**src/rtl/tmr_pkg.sv**
```systemverilog
package tmr_pkg;

  localparam logic [1:0] ADDR_CTRL   = 2'd0;
  localparam logic [1:0] ADDR_COUNT  = 2'd1;
  localparam logic [1:0] ADDR_PERIOD = 2'd2;

  localparam int BIT_MODE_LO = 0;
  localparam int BIT_PS_LO   = 2;
  localparam int BIT_CLR     = 4;
  localparam int BIT_CMP_EN  = 5;
  localparam int BIT_WRAP_EN = 6;
  localparam int BIT_CMP_FLG = 8;
  localparam int BIT_WRAP_FLG = 9;

  typedef struct packed {
    logic [1:0] run_mode;
    logic [1:0] ps_sel;
    logic       cmp_en;
    logic       wrap_en;
  } tmr_ctrl_t;

endpackage

```
**src/rtl/tmr_prescaler.sv**
```systemverilog
module tmr_prescaler #(
  parameter int PS_W = 2,
  localparam int DIV_W = (1 << PS_W) - 1
) (
  input  logic            clk,
  input  logic            rst,
  input  logic            tick_i,
  input  logic            run_i,
  input  logic            clr_i,
  input  logic [PS_W-1:0] sel_i,
  output logic            step_o
);

  logic [DIV_W-1:0] phase_q;
  logic [DIV_W-1:0] limit;
  logic             adv;

  assign limit  = ~({DIV_W{1'b1}} << sel_i);
  assign adv    = tick_i && run_i && !clr_i;
  assign step_o = adv && (phase_q >= limit);

  always_ff @(posedge clk) begin
    if (rst || clr_i) begin
      phase_q <= '0;
    end else if (adv) begin
      if (phase_q >= limit) phase_q <= '0;
      else                  phase_q <= phase_q + 1'b1;
    end
  end

endmodule

```
**src/rtl/tmr_counter.sv**
```systemverilog
module tmr_counter #(
  parameter int CNT_W = 16
) (
  input  logic             clk,
  input  logic             rst,
  input  logic             step_i,
  input  logic             clr_i,
  input  logic             load_i,
  input  logic [CNT_W-1:0] load_val_i,
  input  logic [CNT_W-1:0] period_i,
  output logic [CNT_W-1:0] count_o,
  output logic             cmp_evt_o,
  output logic             wrap_evt_o
);

  logic [CNT_W-1:0] cnt_q;
  logic [CNT_W-1:0] cnt_next;
  logic             at_or_above;
  logic             live;

  assign at_or_above = (cnt_q >= period_i);
  assign cnt_next    = at_or_above ? '0 : cnt_q + 1'b1;
  assign live        = step_i && !clr_i && !load_i;
  assign cmp_evt_o   = live && (cnt_next == period_i);
  assign wrap_evt_o  = live && (cnt_q == period_i);
  assign count_o     = cnt_q;

  always_ff @(posedge clk) begin
    if (rst || clr_i)   cnt_q <= '0;
    else if (load_i)    cnt_q <= load_val_i;
    else if (step_i)    cnt_q <= cnt_next;
  end

endmodule

```
**src/rtl/tmr_regs.sv**
```systemverilog
module tmr_regs
  import tmr_pkg::*;
#(
  parameter int               CNT_W      = 16,
  parameter logic [CNT_W-1:0] PERIOD_RST = '0
) (
  input  logic             clk,
  input  logic             rst,
  input  logic             wr_en_i,
  input  logic [1:0]       wr_addr_i,
  input  logic [CNT_W-1:0] wr_data_i,
  input  logic [1:0]       rd_addr_i,
  input  logic [CNT_W-1:0] count_i,
  input  logic             cmp_evt_i,
  input  logic             wrap_evt_i,
  output tmr_ctrl_t        ctrl_o,
  output logic [CNT_W-1:0] period_o,
  output logic             clr_o,
  output logic             load_o,
  output logic             per_wr_o,
  output logic             cmp_flag_o,
  output logic             wrap_flag_o,
  output logic             irq_o,
  output logic [CNT_W-1:0] rd_data_o
);

  tmr_ctrl_t        ctrl_q, ctrl_n;
  logic [CNT_W-1:0] period_q;
  logic             cmp_q, wrap_q, cmp_n, wrap_n, irq_q;
  logic [CNT_W-1:0] rd_q, rd_n;
  logic             ctrl_wr;

  assign ctrl_wr  = wr_en_i && (wr_addr_i == ADDR_CTRL);
  assign load_o   = wr_en_i && (wr_addr_i == ADDR_COUNT);
  assign per_wr_o = wr_en_i && (wr_addr_i == ADDR_PERIOD);
  assign clr_o    = ctrl_wr && wr_data_i[BIT_CLR];

  always_comb begin
    ctrl_n = ctrl_q;
    if (ctrl_wr) begin
      ctrl_n.run_mode = wr_data_i[BIT_MODE_LO +: 2];
      ctrl_n.ps_sel   = wr_data_i[BIT_PS_LO +: 2];
      ctrl_n.cmp_en   = wr_data_i[BIT_CMP_EN];
      ctrl_n.wrap_en  = wr_data_i[BIT_WRAP_EN];
    end
    cmp_n  = cmp_evt_i  || (cmp_q  && !(ctrl_wr && !wr_data_i[BIT_CMP_FLG]));
    wrap_n = wrap_evt_i || (wrap_q && !(ctrl_wr && !wr_data_i[BIT_WRAP_FLG]));
  end

  always_comb begin
    rd_n = '0;
    case (rd_addr_i)
      ADDR_CTRL: begin
        rd_n[BIT_MODE_LO +: 2] = ctrl_q.run_mode;
        rd_n[BIT_PS_LO +: 2]   = ctrl_q.ps_sel;
        rd_n[BIT_CMP_EN]       = ctrl_q.cmp_en;
        rd_n[BIT_WRAP_EN]      = ctrl_q.wrap_en;
        rd_n[BIT_CMP_FLG]      = cmp_q;
        rd_n[BIT_WRAP_FLG]     = wrap_q;
      end
      ADDR_COUNT:  rd_n = count_i;
      ADDR_PERIOD: rd_n = period_q;
      default:     rd_n = '0;
    endcase
  end

  always_ff @(posedge clk) begin
    if (rst) begin
      ctrl_q   <= '0;
      period_q <= PERIOD_RST;
      cmp_q    <= 1'b0;
      wrap_q   <= 1'b0;
      irq_q    <= 1'b0;
      rd_q     <= '0;
    end else begin
      ctrl_q <= ctrl_n;
      if (per_wr_o) period_q <= wr_data_i;
      cmp_q  <= cmp_n;
      wrap_q <= wrap_n;
      irq_q  <= (cmp_n && ctrl_n.cmp_en) || (wrap_n && ctrl_n.wrap_en);
      rd_q   <= rd_n;
    end
  end

  assign ctrl_o      = ctrl_q;
  assign period_o    = period_q;
  assign cmp_flag_o  = cmp_q;
  assign wrap_flag_o = wrap_q;
  assign irq_o       = irq_q;
  assign rd_data_o   = rd_q;

endmodule

```
**src/rtl/tmr_upcount.sv**
```systemverilog
module tmr_upcount
  import tmr_pkg::*;
#(
  parameter int               CNT_W      = 16,
  parameter int               PS_W       = 2,
  parameter logic [CNT_W-1:0] PERIOD_RST = '0
) (
  input  logic             clk,
  input  logic             rst,
  input  logic             tick_i,
  input  logic             wr_en_i,
  input  logic [1:0]       wr_addr_i,
  input  logic [CNT_W-1:0] wr_data_i,
  input  logic [1:0]       rd_addr_i,
  output logic [CNT_W-1:0] rd_data_o,
  output logic [CNT_W-1:0] count_o,
  output logic             cmp_flag_o,
  output logic             wrap_flag_o,
  output logic             irq_o
);

  tmr_ctrl_t        ctrl;
  logic [CNT_W-1:0] period;
  logic             clr, load, per_wr, step, run;
  logic             cmp_evt, wrap_evt;

  assign run = (ctrl.run_mode != 2'd0);

  tmr_regs #(.CNT_W(CNT_W), .PERIOD_RST(PERIOD_RST)) u_regs (
    .clk(clk), .rst(rst),
    .wr_en_i(wr_en_i), .wr_addr_i(wr_addr_i), .wr_data_i(wr_data_i),
    .rd_addr_i(rd_addr_i), .count_i(count_o),
    .cmp_evt_i(cmp_evt), .wrap_evt_i(wrap_evt),
    .ctrl_o(ctrl), .period_o(period), .clr_o(clr), .load_o(load),
    .per_wr_o(per_wr), .cmp_flag_o(cmp_flag_o), .wrap_flag_o(wrap_flag_o),
    .irq_o(irq_o), .rd_data_o(rd_data_o)
  );

  tmr_prescaler #(.PS_W(PS_W)) u_pre (
    .clk(clk), .rst(rst), .tick_i(tick_i), .run_i(run), .clr_i(clr),
    .sel_i(ctrl.ps_sel), .step_o(step)
  );

  tmr_counter #(.CNT_W(CNT_W)) u_cnt (
    .clk(clk), .rst(rst), .step_i(step), .clr_i(clr), .load_i(load),
    .load_val_i(wr_data_i), .period_i(period), .count_o(count_o),
    .cmp_evt_o(cmp_evt), .wrap_evt_o(wrap_evt)
  );

endmodule

```
**config.mk**
```make
export PLATFORM = sky130hd
export DESIGN_NAME = tmr_upcount
export DESIGN_NICKNAME = d
export VERILOG_FILES = /design/src/rtl/tmr_pkg.sv /design/src/rtl/tmr_prescaler.sv /design/src/rtl/tmr_counter.sv /design/src/rtl/tmr_regs.sv /design/src/rtl/tmr_upcount.sv
export SDC_FILE = /design/constraint.sdc
export NUM_CORES = 1
export LEC_CHECK = 0
export BUFFER_PORTS_ARGS = -buffer_cell sky130_fd_sc_hd__buf_2
export CAP_MARGIN = 25
export CORE_MARGIN = 2
export CORE_UTILIZATION = 45
export CTS_BUF_LIST = sky130_fd_sc_hd__clkbuf_8 sky130_fd_sc_hd__clkbuf_16
export DETAILED_ROUTE_END_ITERATION = 6
export PLACE_DENSITY = 0.66
export SLEW_MARGIN = 10
export SYNTH_ARGS = -nofsm -noshare
export SYNTH_HDL_FRONTEND = slang
export SYNTH_SLANG_ARGS = --single-unit
export TNS_END_PERCENT = 10
```
**constraint.sdc**
```tcl
create_clock -name clk -period 3.9 [get_ports clk]
set_input_delay 0.585 -clock clk [delete_from_list [all_inputs] [get_ports clk]]
set_output_delay 0.585 -clock clk [all_outputs]
set_load 0.005 [all_outputs]
```
After elaboration in Yosys (flattened, before gate mapping):

Cells that the tools add are included.

* register bits: 60
* bits in writable memories: 0
* memories kept: 0
* logic and storage cells: 65
* latch bits: 0
* output and inout bits: 35
* memory bits (read-only): 0

* equal/unequal tests: 6
* bitwise logic cells: 1
* div/mod/pow operators: 0
* add/sub/neg operators: 2
* $lt $le $gt $ge: 2
* shift-type cells: 1
* muxes and demuxes: 11
* reductions and logical operators: 31
* multiply operators: 0

Operators by type and width (number)
* 16-bit two-way mux: 3
* 16-bit equality test: 2
* 1-bit logical AND: 17
* 16-bit by 1-bit adder with 16-bit output, second input constant: 1
* 16-bit greater-or-equal comparator: 1
* 2-bit one-hot mux with 3 select lines: 2
* 4-bit one-hot mux with 3 select lines: 1
* 6-bit one-hot mux with 2 select lines: 1
* 1-bit logical NOT: 6
* 2-bit by 1-bit equality test with 1-bit output, second input constant: 2
* 2-bit equality test, second input constant: 2
* 2-bit logical NOT: 2
* 1-bit logical OR: 4
* 1-bit one-hot mux with 2 select lines: 2
* 2-bit nonzero test: 2
* 3-bit by 1-bit adder with 3-bit output, second input constant: 1
* 3-bit greater-or-equal comparator: 1
* 3-bit two-way mux: 1
* 3-bit NOT: 1
* 3-bit by 2-bit left shift with 3-bit output, first input constant: 1
* 2-bit two-way mux: 1

Longest topological paths before layout:

* depth after elaboration: 12
* mapped depth: 12
* depth with buffers taken out: 10

By module:

From an unflattened synthesis, not the netlist that was laid out.

* cell total of the unflattened synthesis: 465
* area, all modules: 3749.8 µm²

By module, submodules not included
* tmr_counter: area an instance 1933.1 µm², times used 1, cells each 265
* tmr_regs: area an instance 1537.7 µm², times used 1, cells each 167
* tmr_prescaler: area an instance 272.8 µm², times used 1, cells each 32
* tmr_upcount: area an instance 6.3 µm², times used 1, cells each 1

Least setup slack after synthesis:

Ideal clock, no wire load.

* path kind: reg2reg
* start: register u_cnt.cnt_q[1] (netlist: u_cnt.count_o[1])
* end: register u_regs.irq_q (netlist: u_regs.irq_o)
* required time: 3.812 ns
* path slack: 0.938 ns
* data arrival time: 2.873 ns
* path buffers: 1
* period minus slack after synthesis: 2.962 ns
* cell stages (with the launch flop): 11
* setup time: 0.088 ns
* path through: dfxtp_1 ha_1 clkbuf_1 inv_1 or4_1 xor2_1 xnor2_1 or3_1 a2111oi_4 a41oi_2 o32ai_2

* cells in the longest elaborated chain, start to end: 7

Ends and longest elaborated chain
* from (decl): line tmr_counter.sv:16 `logic [CNT_W-1:0] cnt_q;`
* from (signal assigned): line tmr_counter.sv:30 `else if (load_i) cnt_q <= load_val_i;`
* from (signal assigned): line tmr_counter.sv:31 `else if (step_i) cnt_q <= cnt_next;`
* 16-bit by 1-bit adder with 16-bit output or 16-bit greater-or-equal comparator (tied branches): line tmr_counter.sv:22, tmr_counter.sv:21
* 16-bit two-way mux: line tmr_counter.sv:22 `assign cnt_next = at_or_above ? '0 : cnt_q + 1'b1;`
* 16-bit equality test: line tmr_counter.sv:24 `assign cmp_evt_o = live && (cnt_next == period_i);`
* 1-bit logical AND: line tmr_counter.sv:24
* 1-bit logical OR: line tmr_regs.sv:46 `cmp_n = cmp_evt_i || (cmp_q && !(ctrl_wr && !wr_data_i[BIT_CMP_FLG]));`
* 1-bit logical AND: line tmr_regs.sv:80 `irq_q <= (cmp_n && ctrl_n.cmp_en) || (wrap_n && ctrl_n.wrap_en);`
* 1-bit logical OR *: line tmr_regs.sv:80
* to (signal assigned): line tmr_regs.sv:80
* to (decl): line tmr_regs.sv:29 `logic cmp_q, wrap_q, cmp_n, wrap_n, irq_q;`

Every way passes the cells marked *; elsewhere a longest branch is shown, timed or not.
A chain may end at the register's enable or synchronous reset.

Final worst setup path:

* start: register u_cnt.cnt_q[0] (netlist: u_cnt.count_o[0])
* end: register u_regs.irq_q (netlist: u_regs.irq_o)

Same word-level chain as after synthesis.

==> flow_metrics.tcl <==
set metrics [dict create \
    status "completed" \
    ctsLongestPathBuffers 2 \
    slew_headroom_pct 44.5 \
    rsz0062_at_grt "false" \
    hold_class "input port to flip-flop" \
    p_leak_nw 1.72 \
    crit_required_ns 4.14 \
    place.gp.congestion 1.03 \
    synth_edf_count 0 \
    cts_resized 0 \
    fin_ws_ns 0.534 \
    drtPass1Iterations 7 \
    slew_viol_final 0 \
    yosys.area_share.simple_pct 24.6 \
    crit_arrival_ns 3.60 \
    yosysMostFrequentCell "dfxtp_1" \
    post_drt_wl_per_cell_um 19.9 \
    finalWirelength_um 12700 \
    fmax_ghz 0.297 \
    syn_inst 475 \
    rows 33 \
    clk_latency_ns 0.33 \
    start_kind "flip-flop" \
    ant_nets 0 \
    fin_tns_setup_ns 0 \
    async_flop_share_pct 0 \
    crit_family "simple AND/OR/NAND/NOR gates" \
    stdcell_count 638 \
    ys_warn_count 0 \
    dpl.hpwl_um 9580 \
    critical-path-max-stage-delay_ns 0.60 \
    worst_slew_pin_slew_ns 0.833 \
    power_per_cell_area_nw_per_um2 357 \
    h-tree-depth 3 \
    antenna_found_initial 0 \
    yosysTopAreaCellShare_pct 31.8 \
    n_antenna_cell 0 \
    via_per_inst 6.06 \
    place_ws_ns 0.627 \
    synth_common_cells "60 x dfxtp_1, 58 x nor2_1, 55 x nand2_1" \
    syn-num-nets 524 \
    post-place-cells 623 \
    clock-sinks 60 \
    muxShareOfSynthArea_pct 1.92 \
    cp-end-kind "flip-flop" \
    fp.dieH_um 95.7 \
    synth.top_cells.by_area "dfxtp_1 32%, ha_1 8.3%, nor2_1 5.8%" \
    cp_slowest_cell "or4_1" \
    synth_top_family_by_area "simple AND/OR/NAND/NOR gates" \
    grt_use_total_pct 29.2 \
    ir_worst_vdd_mv 0.178 \
    synth_ff_type "dfxtp_1" \
    cts-buffers-inserted 9 \
    numPortBuffers 58 \
    grt_pass1_vias 3637 \
    grt_overflow 0 \
    clock_skew_ns 0.00891 \
    yosys_register_bits 60 \
    maxCapViolCount 0 \
    coreArea_um2 8180 \
    die_width_um 95.7 \
    dieArea_um2 9150 \
    synth_compound_area_share_pct 22.9 \
    synth_cell_types 63 \
    synth-xor-area-share_pct 4.43 \
    drive_gt1_share_pct 19.5 \
    cts_hold_buf 0 \
    drt_iter0_drc 359 \
    drc 0 \
    cp_max_fo 12 \
    vias 3867 \
    fin_nets 578 \
    cts_root_buf "clkbuf_8" \
    crit_chain "ha_1, inv_1, or4_1, xor2_1, xnor2_1, or3_1, a2111oi_4, a41oi_2, o32ai_2" \
    hold_viol 0 \
    io-pin-count 59 \
    start_util_pct 46.3 \
    post-cts-setup-buffer-count 0 \
    n_fill_cell 825 \
    tritoncts "built" \
    synthAdderAreaFrac_pct 8.27 \
    period_needed_ns 3.37 \
    syn-cell-area_um2 3780 \
    critical_path_class "flip-flop to flip-flop" \
    synthToLayoutAreaGrowth_pct 15.7 \
    worst-path-buf-inv 1 \
    utilization_pct 53.5 \
    grt_max_degree 30 \
    synth_top_cell_by_area "dfxtp_1" \
    grt_first_pass_wirelength_um 20000 \
    post-route-period-util_pct 86.3 \
    syn_area_per_cell_um2 7.96 \
    ys_seq_area_share_pct 31.8 \
    clkTransAtPathRegs_ns 0.07 \
    finalSetupViolCount 0 \
]
area by class of cell:
type                            instances  area [µm²]  area share (%)
Multi-Input combinational cell        358        2350            53.7
Clock buffer                           10         138            3.14
Clock inverter                          5        52.6            1.20
Sequential cell                        60        1200            27.4
Inverter                               27         101            2.32
Timing Repair Buffer                   73         403            9.21
Tap cell                              105         131            3.00
state kept, by name (all words and copies together), names as in the netlist:
| name | flops |
|---|---|
| u_regs.period_o | 16 |
| u_regs.irq_o | 1 |
| u_regs.wrap_flag_o | 1 |
| u_regs.rd_data_o | 16 |
| u_regs.cmp_flag_o | 1 |
| u_pre.phase_q | 3 |
| u_regs.ctrl_o | 6 |
| u_cnt.count_o | 16 |
cells by family (layout without fill, tap and decap cells):
family	Yosys count	after routing
flops	60	60
compound gates	122	122
xor+xnor	16	16
buf+inv	57	115
fa+ha+maj	25	25
simple gates	188	188
mux	7	7
placed cells by master, fill, tap and decap left out, types with 3 or more instances in the layout:
master    instances
dfxtp_1          60
nor2_1           58
buf_2            58
nand2_1          55
a21oi_1          35
inv_1            27
ha_1             25
o21ai_0          23
nor3_1           19
buf_4            15
a211oi_1         11
nand3_1          10
clkbuf_8         10
xnor2_1           9
a22oi_1           9
a222oi_1          8
nand2b_1          6
nand4_1           6
nor4_1            5
mux2i_1           5
xor2_1            5
a31oi_1           5
o211ai_1          4
or3_1             4
a221oi_1          4
or2_2             3
and4_1            3
or4_1             3
nand3b_1          3
clkinv_2          3
power by group:
part / internal, W / switching, W
Sequential: 0.000632 / 0.0000326
Clock: 0.000306 / 0.000261
Combinational: 0.000125 / 0.000208
worst register-to-register path, stage by stage (launching register included):
cell	delay, ns
dfxtp_1	0.58
ha_1	0.39
inv_1	0.16
or4_1	0.60
xor2_1	0.25
xnor2_1	0.08
or3_1	0.40
a2111oi_4	0.36
a41oi_2	0.20
o32ai_2	0.24
worst paths after layout:
check | from | depth (start not counted) | endpoint | slack, ns
min | wr_data_i[14] | 3 | u_regs.period_o[14] | 0.49
max | u_cnt.count_o[0] | 9 | u_regs.irq_o | 0.53
min reg2reg | u_pre.phase_q[1] | 2 | u_pre.phase_q[1] | 0.50
max reg2reg | u_cnt.count_o[0] | 9 | u_regs.irq_o | 0.53
through the flow:
step / instance area (µm²) / hold WS (ns) / power, W
2_1_floorplan: 3780 / 0.462 / 0.000885
3_3_place_gp: 4190 / 0.479 / 0.00100
3_5_place_dp: 4190 / 0.490 / 0.00100
4_1_cts: 4380 / 0.487 / 0.00156
5_1_grt: 4380 / 0.493 / 0.00164
6_report: 4380 / 0.490 / 0.00156
per-layer routing:
layer / global-route usage [%] / wire [µm] / vias up
met5: 0 / 0 / -
met4: 9.17 / 199 / 0
met3: 4.90 / 944 / 18
met2: 43.5 / 5610 / 176
met1: 42.8 / 5960 / 1850
li1: - / - / 1823
Power figures use the tool's default switching activity.
